<file path="src/rtl/hold_pkg.sv">
package hold_pkg;
  typedef enum logic [1:0] {
    ST_RUN    = 2'd0,
    ST_ARMED  = 2'd1,
    ST_PAUSED = 2'd2
  } hold_state_t;

  // bit positions inside the synchronized pin vector
  localparam int unsigned PIN_SI   = 0;
  localparam int unsigned PIN_SCK  = 1;
  localparam int unsigned PIN_HOLD = 2;
  localparam int unsigned PIN_CS   = 3;
  localparam int unsigned PIN_W    = 4;
endpackage

</file>
<file path="src/rtl/hold_sync.sv">
module hold_sync #(
  parameter int unsigned WIDTH  = 4,
  parameter int unsigned STAGES = 2,
  parameter logic [WIDTH-1:0] RST_VAL = '0
) (
  input  logic             clk,
  input  logic             rst_n,
  input  logic [WIDTH-1:0] d,
  output logic [WIDTH-1:0] q
);
  logic [STAGES-1:0][WIDTH-1:0] chain;

  always_ff @(posedge clk or negedge rst_n) begin
    if (!rst_n) chain <= {STAGES{RST_VAL}};
    else        chain <= {chain[STAGES-2:0], d};
  end

  assign q = chain[STAGES-1];
endmodule

</file>
<file path="src/rtl/hold_edge.sv">
module hold_edge #(
  parameter int unsigned WIDTH = 2,
  parameter logic [WIDTH-1:0] RST_VAL = '0
) (
  input  logic             clk,
  input  logic             rst_n,
  input  logic [WIDTH-1:0] lvl,
  output logic [WIDTH-1:0] up,
  output logic [WIDTH-1:0] down
);
  logic [WIDTH-1:0] prev;

  for (genvar g = 0; g < WIDTH; g++) begin : g_bit
    always_ff @(posedge clk or negedge rst_n) begin
      if (!rst_n) prev[g] <= RST_VAL[g];
      else        prev[g] <= lvl[g];
    end
    assign up[g]   =  lvl[g] & ~prev[g];
    assign down[g] = ~lvl[g] &  prev[g];
  end
endmodule

</file>
<file path="src/rtl/hold_fsm.sv">
module hold_fsm
  import hold_pkg::*;
(
  input  logic clk,
  input  logic rst_n,
  input  logic s_cs_n,
  input  logic s_hold_n,
  input  logic s_sck,
  input  logic s_si,
  input  logic sck_up,
  input  logic sck_down,
  input  logic hold_up,
  output logic freeze,
  output logic eng_rise,
  output logic eng_fall,
  output logic eng_bit
);
  hold_state_t state, state_nxt;
  logic        pass;

  always_comb begin
    state_nxt = state;
    if (s_cs_n) begin
      state_nxt = ST_RUN;
    end else begin
      unique case (state)
        ST_RUN:    if (!s_hold_n) state_nxt = s_sck ? ST_ARMED : ST_PAUSED;
        ST_ARMED:  if (s_hold_n) state_nxt = ST_RUN;
                   else if (sck_down) state_nxt = ST_PAUSED;
        ST_PAUSED: if (hold_up && !s_sck) state_nxt = ST_RUN;
        default:   state_nxt = ST_RUN;
      endcase
    end
  end

  // edges reach the engine only when selected and not already paused
  assign pass = !s_cs_n && (state != ST_PAUSED);

  always_ff @(posedge clk or negedge rst_n) begin
    if (!rst_n) begin
      state    <= ST_RUN;
      freeze   <= 1'b0;
      eng_rise <= 1'b0;
      eng_fall <= 1'b0;
    end else begin
      state    <= state_nxt;
      freeze   <= (state_nxt == ST_PAUSED);
      eng_rise <= pass && sck_up;
      eng_fall <= pass && sck_down;
    end
  end

  always_ff @(posedge clk or negedge rst_n) begin
    if (!rst_n)                eng_bit <= 1'b0;
    else if (pass && sck_up)   eng_bit <= s_si;
  end
endmodule

</file>
<file path="src/rtl/spi_hold_ctrl.sv">
module spi_hold_ctrl
  import hold_pkg::*;
#(
  parameter int unsigned SYNC_STAGES = 2
) (
  input  logic clk,
  input  logic rst_n,
  input  logic cs_n_i,
  input  logic hold_n_i,
  input  logic sck_i,
  input  logic si_i,
  output logic freeze_o,
  output logic eng_rise_o,
  output logic eng_fall_o,
  output logic eng_bit_o,
  output logic so_en_o
);
  localparam logic [PIN_W-1:0] PIN_IDLE = PIN_W'(4'b1100);

  logic              rst_m, rst_q;
  logic [PIN_W-1:0]  pins, s_pins;
  logic [1:0]        lvl, up, down;

  // asynchronous assert, synchronous release
  always_ff @(posedge clk or negedge rst_n) begin
    if (!rst_n) {rst_q, rst_m} <= 2'b00;
    else        {rst_q, rst_m} <= {rst_m, 1'b1};
  end

  always_comb begin
    pins           = '0;
    pins[PIN_SI]   = si_i;
    pins[PIN_SCK]  = sck_i;
    pins[PIN_HOLD] = hold_n_i;
    pins[PIN_CS]   = cs_n_i;
  end

  hold_sync #(.WIDTH(PIN_W), .STAGES(SYNC_STAGES), .RST_VAL(PIN_IDLE)) i_sync (
    .clk(clk), .rst_n(rst_q), .d(pins), .q(s_pins)
  );

  assign lvl = {s_pins[PIN_HOLD], s_pins[PIN_SCK]};

  hold_edge #(.WIDTH(2), .RST_VAL(2'b10)) i_edge (
    .clk(clk), .rst_n(rst_q), .lvl(lvl), .up(up), .down(down)
  );

  hold_fsm i_fsm (
    .clk(clk), .rst_n(rst_q),
    .s_cs_n(s_pins[PIN_CS]), .s_hold_n(s_pins[PIN_HOLD]),
    .s_sck(s_pins[PIN_SCK]), .s_si(s_pins[PIN_SI]),
    .sck_up(up[0]), .sck_down(down[0]), .hold_up(up[1]),
    .freeze(freeze_o), .eng_rise(eng_rise_o), .eng_fall(eng_fall_o),
    .eng_bit(eng_bit_o)
  );

  // driver enable leaves the synchronizers out so the output drops at once
  assign so_en_o = !cs_n_i && hold_n_i && !freeze_o;
endmodule

</file>
<file path="config.mk">
export PLATFORM = sky130hd
export DESIGN_NAME = spi_hold_ctrl
export DESIGN_NICKNAME = d
export VERILOG_FILES = /design/src/rtl/hold_pkg.sv /design/src/rtl/hold_sync.sv /design/src/rtl/hold_edge.sv /design/src/rtl/hold_fsm.sv /design/src/rtl/spi_hold_ctrl.sv
export SDC_FILE = /design/constraint.sdc
export NUM_CORES = 1
export LEC_CHECK = 0
export ABC_CLOCK_PERIOD_IN_PS = 800
export BUFFER_PORTS_ARGS = -buffer_cell sky130_fd_sc_hd__buf_2
export CAP_MARGIN = 15
export CORE_AREA = 2 2 39 41
export DETAILED_ROUTE_END_ITERATION = 6
export DIE_AREA = 0 0 41 43
export MAX_ROUTING_LAYER = met4
export PLACE_DENSITY_LB_ADDON = 0.1
export SETUP_SLACK_MARGIN = 0.05
export SLEW_MARGIN = 20
export SYNTH_ARGS = -nofsm -noshare
export SYNTH_HDL_FRONTEND = slang
export SYNTH_SLANG_ARGS = --single-unit
</file>
<file path="constraint.sdc">
create_clock -name clk -period 0.8 [get_ports clk]
set_input_delay 0.16 -clock clk [delete_from_list [all_inputs] [get_ports clk]]
set_output_delay 0.16 -clock clk [all_outputs]
set_load 0.01 [all_outputs]
</file>
==> results.cfg, run 1 <==
[run_status]
status = finished, violations left
failed_checks = setup timing

[detailed_routing]
vias = 348
drtAntennaViolNets = 0
drt_iter0_drc = 3
drtPass1Iterations = 4
wl_per_cell_um = 13.2
routed_via_density = 4.64
routed_wl_um = 987
drc_errors = 0

[grt]
grt_overflow = 0
grt_max_degree = 15
antenna_found_initial = 0
grt_first_pass_wirelength_mm = 1.61
grt_pass1_vias = 385
track_usage_pct = 14.8

[timing]
rsz0062_at_grt = yes
finalWorstSetupSlack_ns = -0.411
fin_skew_ns = 0.00110
finalCritPeriodShare_pct = 151
fin_setup_tns_ns = -2.59
drv_slew = 0
clock.fmax_mhz = 826
min_period_ns = 1.21
finalSetupViolCount = 11
hold_viol = 0
whs_ns = 0.0671

[floorplan]
rows = 14
fp.dieH_um = 43
die_w_um = 41
die-area_mm2 = 0.00176
num_io_pins = 11
initial_core_util_pct = 41.3
core_mm2 = 0.00138

[critical_path]
worstPathRequired_ns = 0.98
cp-start-kind = flop
worstSetupPathType = flop to flop
path_max_fanout = 2
end_kind = flop
crit_arrival_ns = 1.39

[yosys]
async_reset_ff_share_pct = 100
ys_seq_elements = 18
synth.largest_area_cell = dfrtp_1
synth_edf_count = 0
ys.flop_type = dfrtp_1
synth_top_area_share_pct = 56.9
ys_top_cells_by_count = 13 x dfrtp_1, 5 x dfstp_2, 2 x o32ai_1
syn_nets = 39
ys_warn_count = 0
synth.distinct_cells = 16
synth_area_leaders = dfrtp_1 57%, dfstp_2 23%, nor4b_4 4.2%
synth_cells = 33
syn_area_um2 = 572
synth_seq_area_share_pct = 79.9
avgSynthCellArea_um2 = 17.3
yosysMostFrequentCell = dfrtp_1

[cts]
clock_latency_ns = 0.28
cts_made_buffers = 3
root_buffer = clkbuf_4
clock_tree.buffer_depth = 2
clk_pin_slew_ns = 0.09
clock_sinks = 18
htreeDepth = 1
cts_tree = yes

[cells_and_area]
fin_nets = 66
diodes = 0
final_cell_area_um2 = 841
multiInputGateArea_um2 = 153
drive_above_1_share_pct = 57.6
seq_area_um2 = 457
n_fill_cell = 107
post-route-util_pct = 60.8
area_growth_pct = 47.0

[place]
gp_congestion = 0.728
postPlaceCellArea_um2 = 702
port_buffers = 10
post-dp-hpwl_um = 679

[power_and_ir_drop]
p_leak_uw = 0.000396
p_per_area_mw_per_mm2 = 2100
ir_worst_vdd_mv = 1.13

[hold_path]
hold_path.class = flop to asynchronous set/reset pin

[job]
max_cap_violations = 0
report_power, final:
group / internal (uW) / total, uW / switching (uW) / leakage [uW]
clock network: 277 / 531 / 254 / 0.0000210
registers: 977 / 1020 / 39.1 / 0.000213
logic: 137 / 220 / 83.3 / 0.000162
metrics by stage:
step                setup slack, ns  cells  power [uW]
detailed placement           -0.426     64        1190
global route                 -0.467     75        1870
CTS                          -0.417     74        1760
finish                       -0.411     75        1770
floorplan                    -0.365     33        1100
global placement             -0.370     64        1170
cell usage in the layout (no fill, tap or decap), types with 2 or more instances in the layout:
cell           count
dlygate4sd3_1      5
clkbuf_4           3
o32ai_2            2
dfrtp_1           13
dfstp_2            5
buf_2              9
buf_4              6
state kept, by name, indices dropped and copies added, names as in the netlist:
register        cells
rst_q               1
i_fsm.eng_fall      1
i_edge.prev         2
rst_m               1
i_fsm.freeze        1
i_sync.q            4
i_fsm.eng_rise      1
i_fsm.eng_bit       1
i_fsm.state         2
i_sync.chain        4
logic make-up (layout without fill, tap and decap cells):
| family | after synthesis | count (layout) | synth area share, % |
|---|---|---|---|
| flops | 18 | 18 | 79.9 |
| simple gates | 7 | 7 | 10.7 |
| compound gates | 5 | 5 | 6.13 |
| other cells | 1 | 1 | 0.656 |
| mux | 1 | 1 | 1.97 |
| buf+inv | 1 | 27 | 0.656 |
critical path: stages, from the launching register on:
cell and delay [ns]:
dfrtp_1 0.39, nor2b_4 0.14, nor4b_4 0.25, mux2_4 0.32
per-layer routing:
metal | vias to the layer above | wire length [um] | GRT usage [%]
met4 | 0 | 11 | 10.0
met2 | 9 | 577 | 24.7
met1 | 174 | 359 | 15.2
met3 | 2 | 39 | 1.57
li1 | 163 | - | -
met5 | - | 0 | -
path summary, 6_finish.rpt:
check                                start         endpoint  slack, ns  cells past startpoint
setup / recovery            i_fsm.state[1]    i_fsm.eng_bit      -0.41                      3
hold / removal                       rst_q  i_sync.chain[0]       0.07                      0
setup reg to reg            i_fsm.state[1]    i_fsm.eng_bit      -0.41                      3
hold reg to reg                      rst_q  i_sync.chain[0]       0.07                      0
max in group asynchronous            rst_q   i_edge.prev[1]       0.34                      1
min in group clk           i_sync.chain[1]      i_sync.q[1]       0.36                      0
area by class of cell:
class	count	share of cell area (%)
flip-flops and latches	18	54.3
repair buffers	22	20.4
well taps	16	2.38
clock buffers	4	4.32
multi-input cells	14	18.2
inverters	1	0.446
timing repair:
action | CTS | global route
endpoints found under the hold margin | 6 | 0
gates resized for setup | 5 | 1
buffers inserted | 1 | 1
hold buffers | 5 | 0
cloned | 0 | 0
pin swaps | 1 | 0
setup endpoints to repair | 11 | 11
Power figures use the tool's default switching activity.
==> inputs of run 2 (changes only) <==
--- a/config.mk
+++ b/config.mk
@@ -5,6 +5,7 @@
 export SDC_FILE = /design/constraint.sdc
 export NUM_CORES = 1
 export LEC_CHECK = 0
+export ABC_AREA = 1
 export ABC_CLOCK_PERIOD_IN_PS = 800
 export BUFFER_PORTS_ARGS = -buffer_cell sky130_fd_sc_hd__buf_2
 export CAP_MARGIN = 15
==> run 2 against run 1 <==
The flow still finishes with violations (setup timing). Critical path depth shrank 1. Non-clock buffer count increased by 1. Maximum frequency grew 5.9%. Combinational power is 10% lower. Design area is 4.3% higher. Clock-buffer cell count stayed put. Hold slack better by 0.051 ns.
==> results.cfg, run 2 <==
[run_status]
status = finished, violations left
failed_checks = setup timing

[power_and_ir_drop]
power_frac_seq_pct = 57.5
ir_worst_vdd_mv = 1.05
share_comb_of_total_power_pct = 11.2
swShare_pct = 23.3
p_total_uw = 1760
p_per_area_mw_per_mm2 = 2010
p_switching_uw = 410
power_frac_clock_pct = 31.3
p_leak_uw = 0.000424
internal_power_uw = 1350

[timing]
clock.fmax_mhz = 874
finalCritPeriodShare_pct = 143
drv_slew = 0
rsz0062_at_grt = yes
finalWorstSetupSlack_ns = -0.344
fin_skew_ns = 0.00566
hold_viol = 0
finalSetupViolCount = 11
min_period_ns = 1.14

[place]
port_buffers = 10
gp_congestion = 0.720
post-dp-hpwl_um = 687
postPlaceCellArea_um2 = 681

[yosys]
yosysMostFrequentCell = dfrtp_1
synth_top_area_share_pct = 56.5
synth.distinct_cells = 13
synth.largest_area_cell = dfrtp_1
ys.flop_type = dfrtp_1
avgSynthCellArea_um2 = 12.8
ys_warn_count = 0
ys_seq_elements = 18
synth_area_leaders = dfrtp_1 57%, dfstp_2 23%, nand2_1 4.6%
syn_nets = 51
synth_seq_area_share_pct = 79.3
syn_area_um2 = 576
async_reset_ff_share_pct = 100
ys_top_cells_by_count = 13 x dfrtp_1, 7 x nand2_1, 6 x inv_1
synth_cells = 45
synth_edf_count = 0

[floorplan]
fp.dieH_um = 43
die_w_um = 41
die-area_mm2 = 0.00176
initial_core_util_pct = 41.6
rows = 14
num_io_pins = 11
core_mm2 = 0.00138

[detailed_routing]
wl_per_cell_um = 12.1
routed_wl_mm = 1.07
routed_via_density = 4.51
vias = 397
drt_iter0_drc = 0
drc_errors = 0
drtPass1Iterations = 1
drtAntennaViolNets = 0

[critical_path]
end_kind = primary output
path_cells = nor3b_2 > buf_2
critPathMaxStageDelay_ns = 0.41
worstSetupPathType = flop to primary output
cp-start-kind = flop
slowest_stage = dfrtp_1
worstPathRequired_ns = 0.64
crit_arrival_ns = 0.98
rrSetupSlack_ns = -0.14
critical_path.top_delay_family = flip-flops
critPathBufInv = 1
path_max_fanout = 2

[cts]
cts_made_buffers = 3
cts_tree = yes
root_buffer = clkbuf_4
clock_tree.buffer_depth = 2
htreeDepth = 1
clock_latency_ns = 0.29
clock_sinks = 18
clk_pin_slew_ns = 0.10

[cells_and_area]
fin_nets = 79
layout_common_cells = 12 x dfrtp_1, 9 x buf_2, 6 x inv_2, 6 x buf_4
diodes = 0
final_cell_area_um2 = 877
layout_commonest_cell = dfrtp_1
area_growth_pct = 52.4
post-route-util_pct = 63.4
drive_above_1_share_pct = 65.3

[grt]
grt_pass1_vias = 460
track_usage_pct = 17.7
grt_overflow = 0
grt_max_degree = 11
antenna_found_initial = 0
grt_first_pass_wirelength_mm = 1.96

[hold_path]
hold_path.class = flop to asynchronous set/reset pin

[job]
max_cap_violations = 0
## run 2: changes by cell type after synthesis, sizes merged, moves of 2 or more
cell   delta
nor2      +3
o32ai     -2
inv       +6
nand3     +3
nand2     +7
## run 2: per-layer routing
metal	global-route usage [%]	vias up	share of wire [%]
met4	10.0	0	0
met2	27.2	9	56
met5	-	-	0
li1	-	191	-
met3	3.14	0	3.7
met1	20.8	197	40
## run 2: worst paths after layout
kind / from / to / depth (start not counted)
setup / recovery: i_fsm.freeze / so_en_o / 2
hold / removal: rst_q / i_sync.chain[1] / 0
setup reg to reg: i_edge.prev[0] / i_fsm.eng_bit / 5
hold reg to reg: rst_q / i_sync.chain[1] / 0
max in group asynchronous: rst_q / i_sync.chain[2] / 1
min in group clk: i_sync.chain[1] / i_sync.q[1] / 0
## run 2: through the flow
step                hold WS, ns  setup slack [ns]  instances  TNS [ns]
floorplan                -0.136           -0.0214         45   -0.0649
global placement        -0.0564           -0.0868         75    -0.241
detailed placement      -0.0545            -0.100         75    -0.379
CTS                       0.127            -0.362         86     -1.48
global route              0.148            -0.391         88     -2.03
finish                    0.118            -0.344         88     -1.51
## run 2: worst reg2reg max path, cell delays in order (launching register included)
cell,delay (ns)
dfrtp_1,0.40
buf_4,0.14
nor2_4,0.10
nand3_2,0.08
nand2_1,0.07
nand2_1,0.05
## run 2: cell families after synthesis
kind of cell    Yosys count  share of synthesized area, %
flops                    18                          79.3
compound gates            2                          1.74
simple gates             17                          13.7
buf+inv                   7                          4.56
other cells               1                         0.652
## run 2: what timing repair did
action / in CTS / in global routing
pin swaps: 3 / 4
buffers inserted: 2 / 2
resized for setup: 11 / 12
setup endpoints to repair: 11 / 11
hold buffers: 5 / 0
endpoints found under the hold margin: 6 / 0
## run 2: cell type report
cell class / count / area, um^2
inverter: 7 / 26.3
fill: 118 / 507
sequential: 18 / 458
timing repair buffer: 23 / 174
tap: 16 / 20.0
clock buffer: 4 / 36.3
multi-input combinational: 20 / 163
## run 2: power groups by stage
stage / Combinational [uW] / Clock [uW] / Sequential [uW]
after detailed placement: 123 / 0 / 1020
after global routing: 219 / 608 / 1020
after CTS: 168 / 561 / 1010
final: 197 / 552 / 1010
after floorplan: 45.8 / 0 / 1030
after global placement: 118 / 0 / 1020
==> inputs of run 3 (changes only) <==
--- a/config.mk
+++ b/config.mk
@@ -7,7 +7,7 @@
 export LEC_CHECK = 0
 export ABC_AREA = 1
 export ABC_CLOCK_PERIOD_IN_PS = 800
-export BUFFER_PORTS_ARGS = -buffer_cell sky130_fd_sc_hd__buf_2
+export BUFFER_PORTS_ARGS = -buffer_cell sky130_fd_sc_hd__buf_4
 export CAP_MARGIN = 15
 export CORE_AREA = 2 2 39 41
 export DETAILED_ROUTE_END_ITERATION = 6
==> run 3 against run 2 <==
The run still ends with setup timing left. Hold slack better by 0.062 ns. Final cell count down 2.3%. Critical endpoint unchanged. First-iteration DRC count up 4.
==> results.cfg, run 3 (synthesis gave the netlist of run 2 again) <==
[timing]
drv_slew = 0
rsz0062_at_grt = yes
finalWorstSetupSlack_ns = -0.333
finalSetupViolCount = 11
clock.fmax_mhz = 882
fin_skew_ns = 0.000976
hold_viol = 0
finalCritPeriodShare_pct = 142
whs_ns = 0.180
min_period_ns = 1.13
fin_setup_tns_ns = -1.64

[critical_path]
critPathMaxStageDelay_ns = 0.40
cp-start-kind = flop
path_max_fanout = 2
slowest_stage = dfrtp_1
worstSetupPathType = flop to primary output
crit_arrival_ns = 0.97
worstPathRequired_ns = 0.64
path_cells = nor3b_2 > buf_4
end_kind = primary output

[cells_and_area]
diodes = 0
stdcell_count = 86
layout_common_cells = 11 x dfrtp_1, 11 x buf_4, 6 x inv_2
seq_area_um2 = 459
n_fill_cell = 108
post-route-util_pct = 65.1
multiInputGateArea_um2 = 170
fin_nets = 77
area_growth_pct = 56.5
drive_above_1_share_pct = 67.1

[cts]
root_buffer = clkbuf_4
cts_tree = yes
clock_tree.buffer_depth = 2
htreeDepth = 1
clock_latency_ns = 0.28
clk_pin_slew_ns = 0.10
cts_made_buffers = 3
clock_sinks = 18

[power_and_ir_drop]
swShare_pct = 22.6
power_frac_seq_pct = 56.7
p_switching_uw = 403
power_frac_clock_pct = 30.0
p_per_area_mw_per_mm2 = 1980
share_comb_of_total_power_pct = 13.2
internal_power_uw = 1380
ir_worst_vdd_mv = 1.18
p_leak_uw = 0.000425

[grt]
grt_first_pass_wirelength_mm = 1.80
grt_overflow = 0
grt_max_degree = 17
track_usage_pct = 16.5
antenna_found_initial = 0
grt_pass1_vias = 439

[floorplan]
fp.dieH_um = 43
die-area_mm2 = 0.00176
initial_core_util_pct = 41.6
num_io_pins = 11
core_mm2 = 0.00138
die_w_um = 41
rows = 14

[place]
port_buffers = 10
dp_cells = 74
post-dp-hpwl_um = 654
gp_congestion = 0.753

[detailed_routing]
drtAntennaViolNets = 0
wl_per_cell_um = 12.3
routed_via_density = 4.57
drtPass1Iterations = 4
vias = 393
routed_wl_mm = 1.06
drt_iter0_drc = 4
drc_errors = 0

[hold_path]
hold_path.class = flop to asynchronous set/reset pin

[run_status]
failed_checks = setup timing
status = finished, violations left

[job]
max_cap_violations = 0
==> run 3: changes by cell type in the layout (fill, tap and decap cells not counted), sizes merged <==
cell / change
buf: -2
==> run 3: critical path, delay by kind of cell, from the launching register on <==
| kind | cells | cell delay (ns) |
|---|---|---|
| DFF | 1 | 0.40 |
| and+or+nand+nor | 1 | 0.15 |
| buffers and inverters | 1 | 0.14 |
==> run 3: power groups by stage <==
stage / combinational (uW) / sequential [uW] / clock [uW]
final: 236 / 1010 / 536
after global routing: 253 / 1020 / 594
after CTS: 214 / 1010 / 556
after detailed placement: 143 / 1020 / 0
after global placement: 138 / 1020 / 0
after floorplan: 45.8 / 1030 / 0
==> run 3: timing repair <==
action | in CTS | in global routing
setup endpoints to repair | 11 | 11
resized for setup | 23 | 5
setup buffers | 2 | 1
hold buffers | 5 | 0
pin swaps | 4 | 2
endpoints found under the hold margin | 6 | 0
==> run 3: area by class of cell <==
class | instances | area share (%)
Clock buffer | 4 | 4.03
Inverter | 7 | 2.92
Multi-Input combinational cell | 20 | 18.9
Sequential cell | 18 | 51.0
Tap cell | 16 | 2.22
Timing Repair Buffer | 21 | 21.0
==> run 3: worst paths after layout <==
kind / from / to / slack, ns / cells after the start
worst max-delay path: i_fsm.freeze / so_en_o / -0.33 / 2
worst max register to register: i_fsm.state[0] / i_fsm.freeze / -0.16 / 3
min in group clk: i_sync.chain[0] / i_sync.q[0] / 0.36 / 0
max in group asynchronous: rst_q / i_edge.prev[1] / 0.38 / 1
worst min-delay path: rst_q / i_sync.chain[1] / 0.18 / 1
worst min register to register: rst_q / i_sync.chain[1] / 0.18 / 1
==> run 3: per-layer routing <==
metal / vias to the layer above / track usage, % / wire [um]
li1: 187 / - / -
met1: 197 / 18.1 / 381
met2: 9 / 24.7 / 636
met3: 0 / 5.24 / 43
met4: 0 / 10.7 / 0
met5: - / - / 0
==> run 3: stage by stage <==
step	worst slack, ns	instance area, um^2	total power (uW)
finish	-0.333	901	1780
global route	-0.415	901	1870
CTS	-0.351	877	1780
detailed placement	-0.157	698	1160
global placement	-0.0956	698	1150
floorplan	-0.0214	581	1080
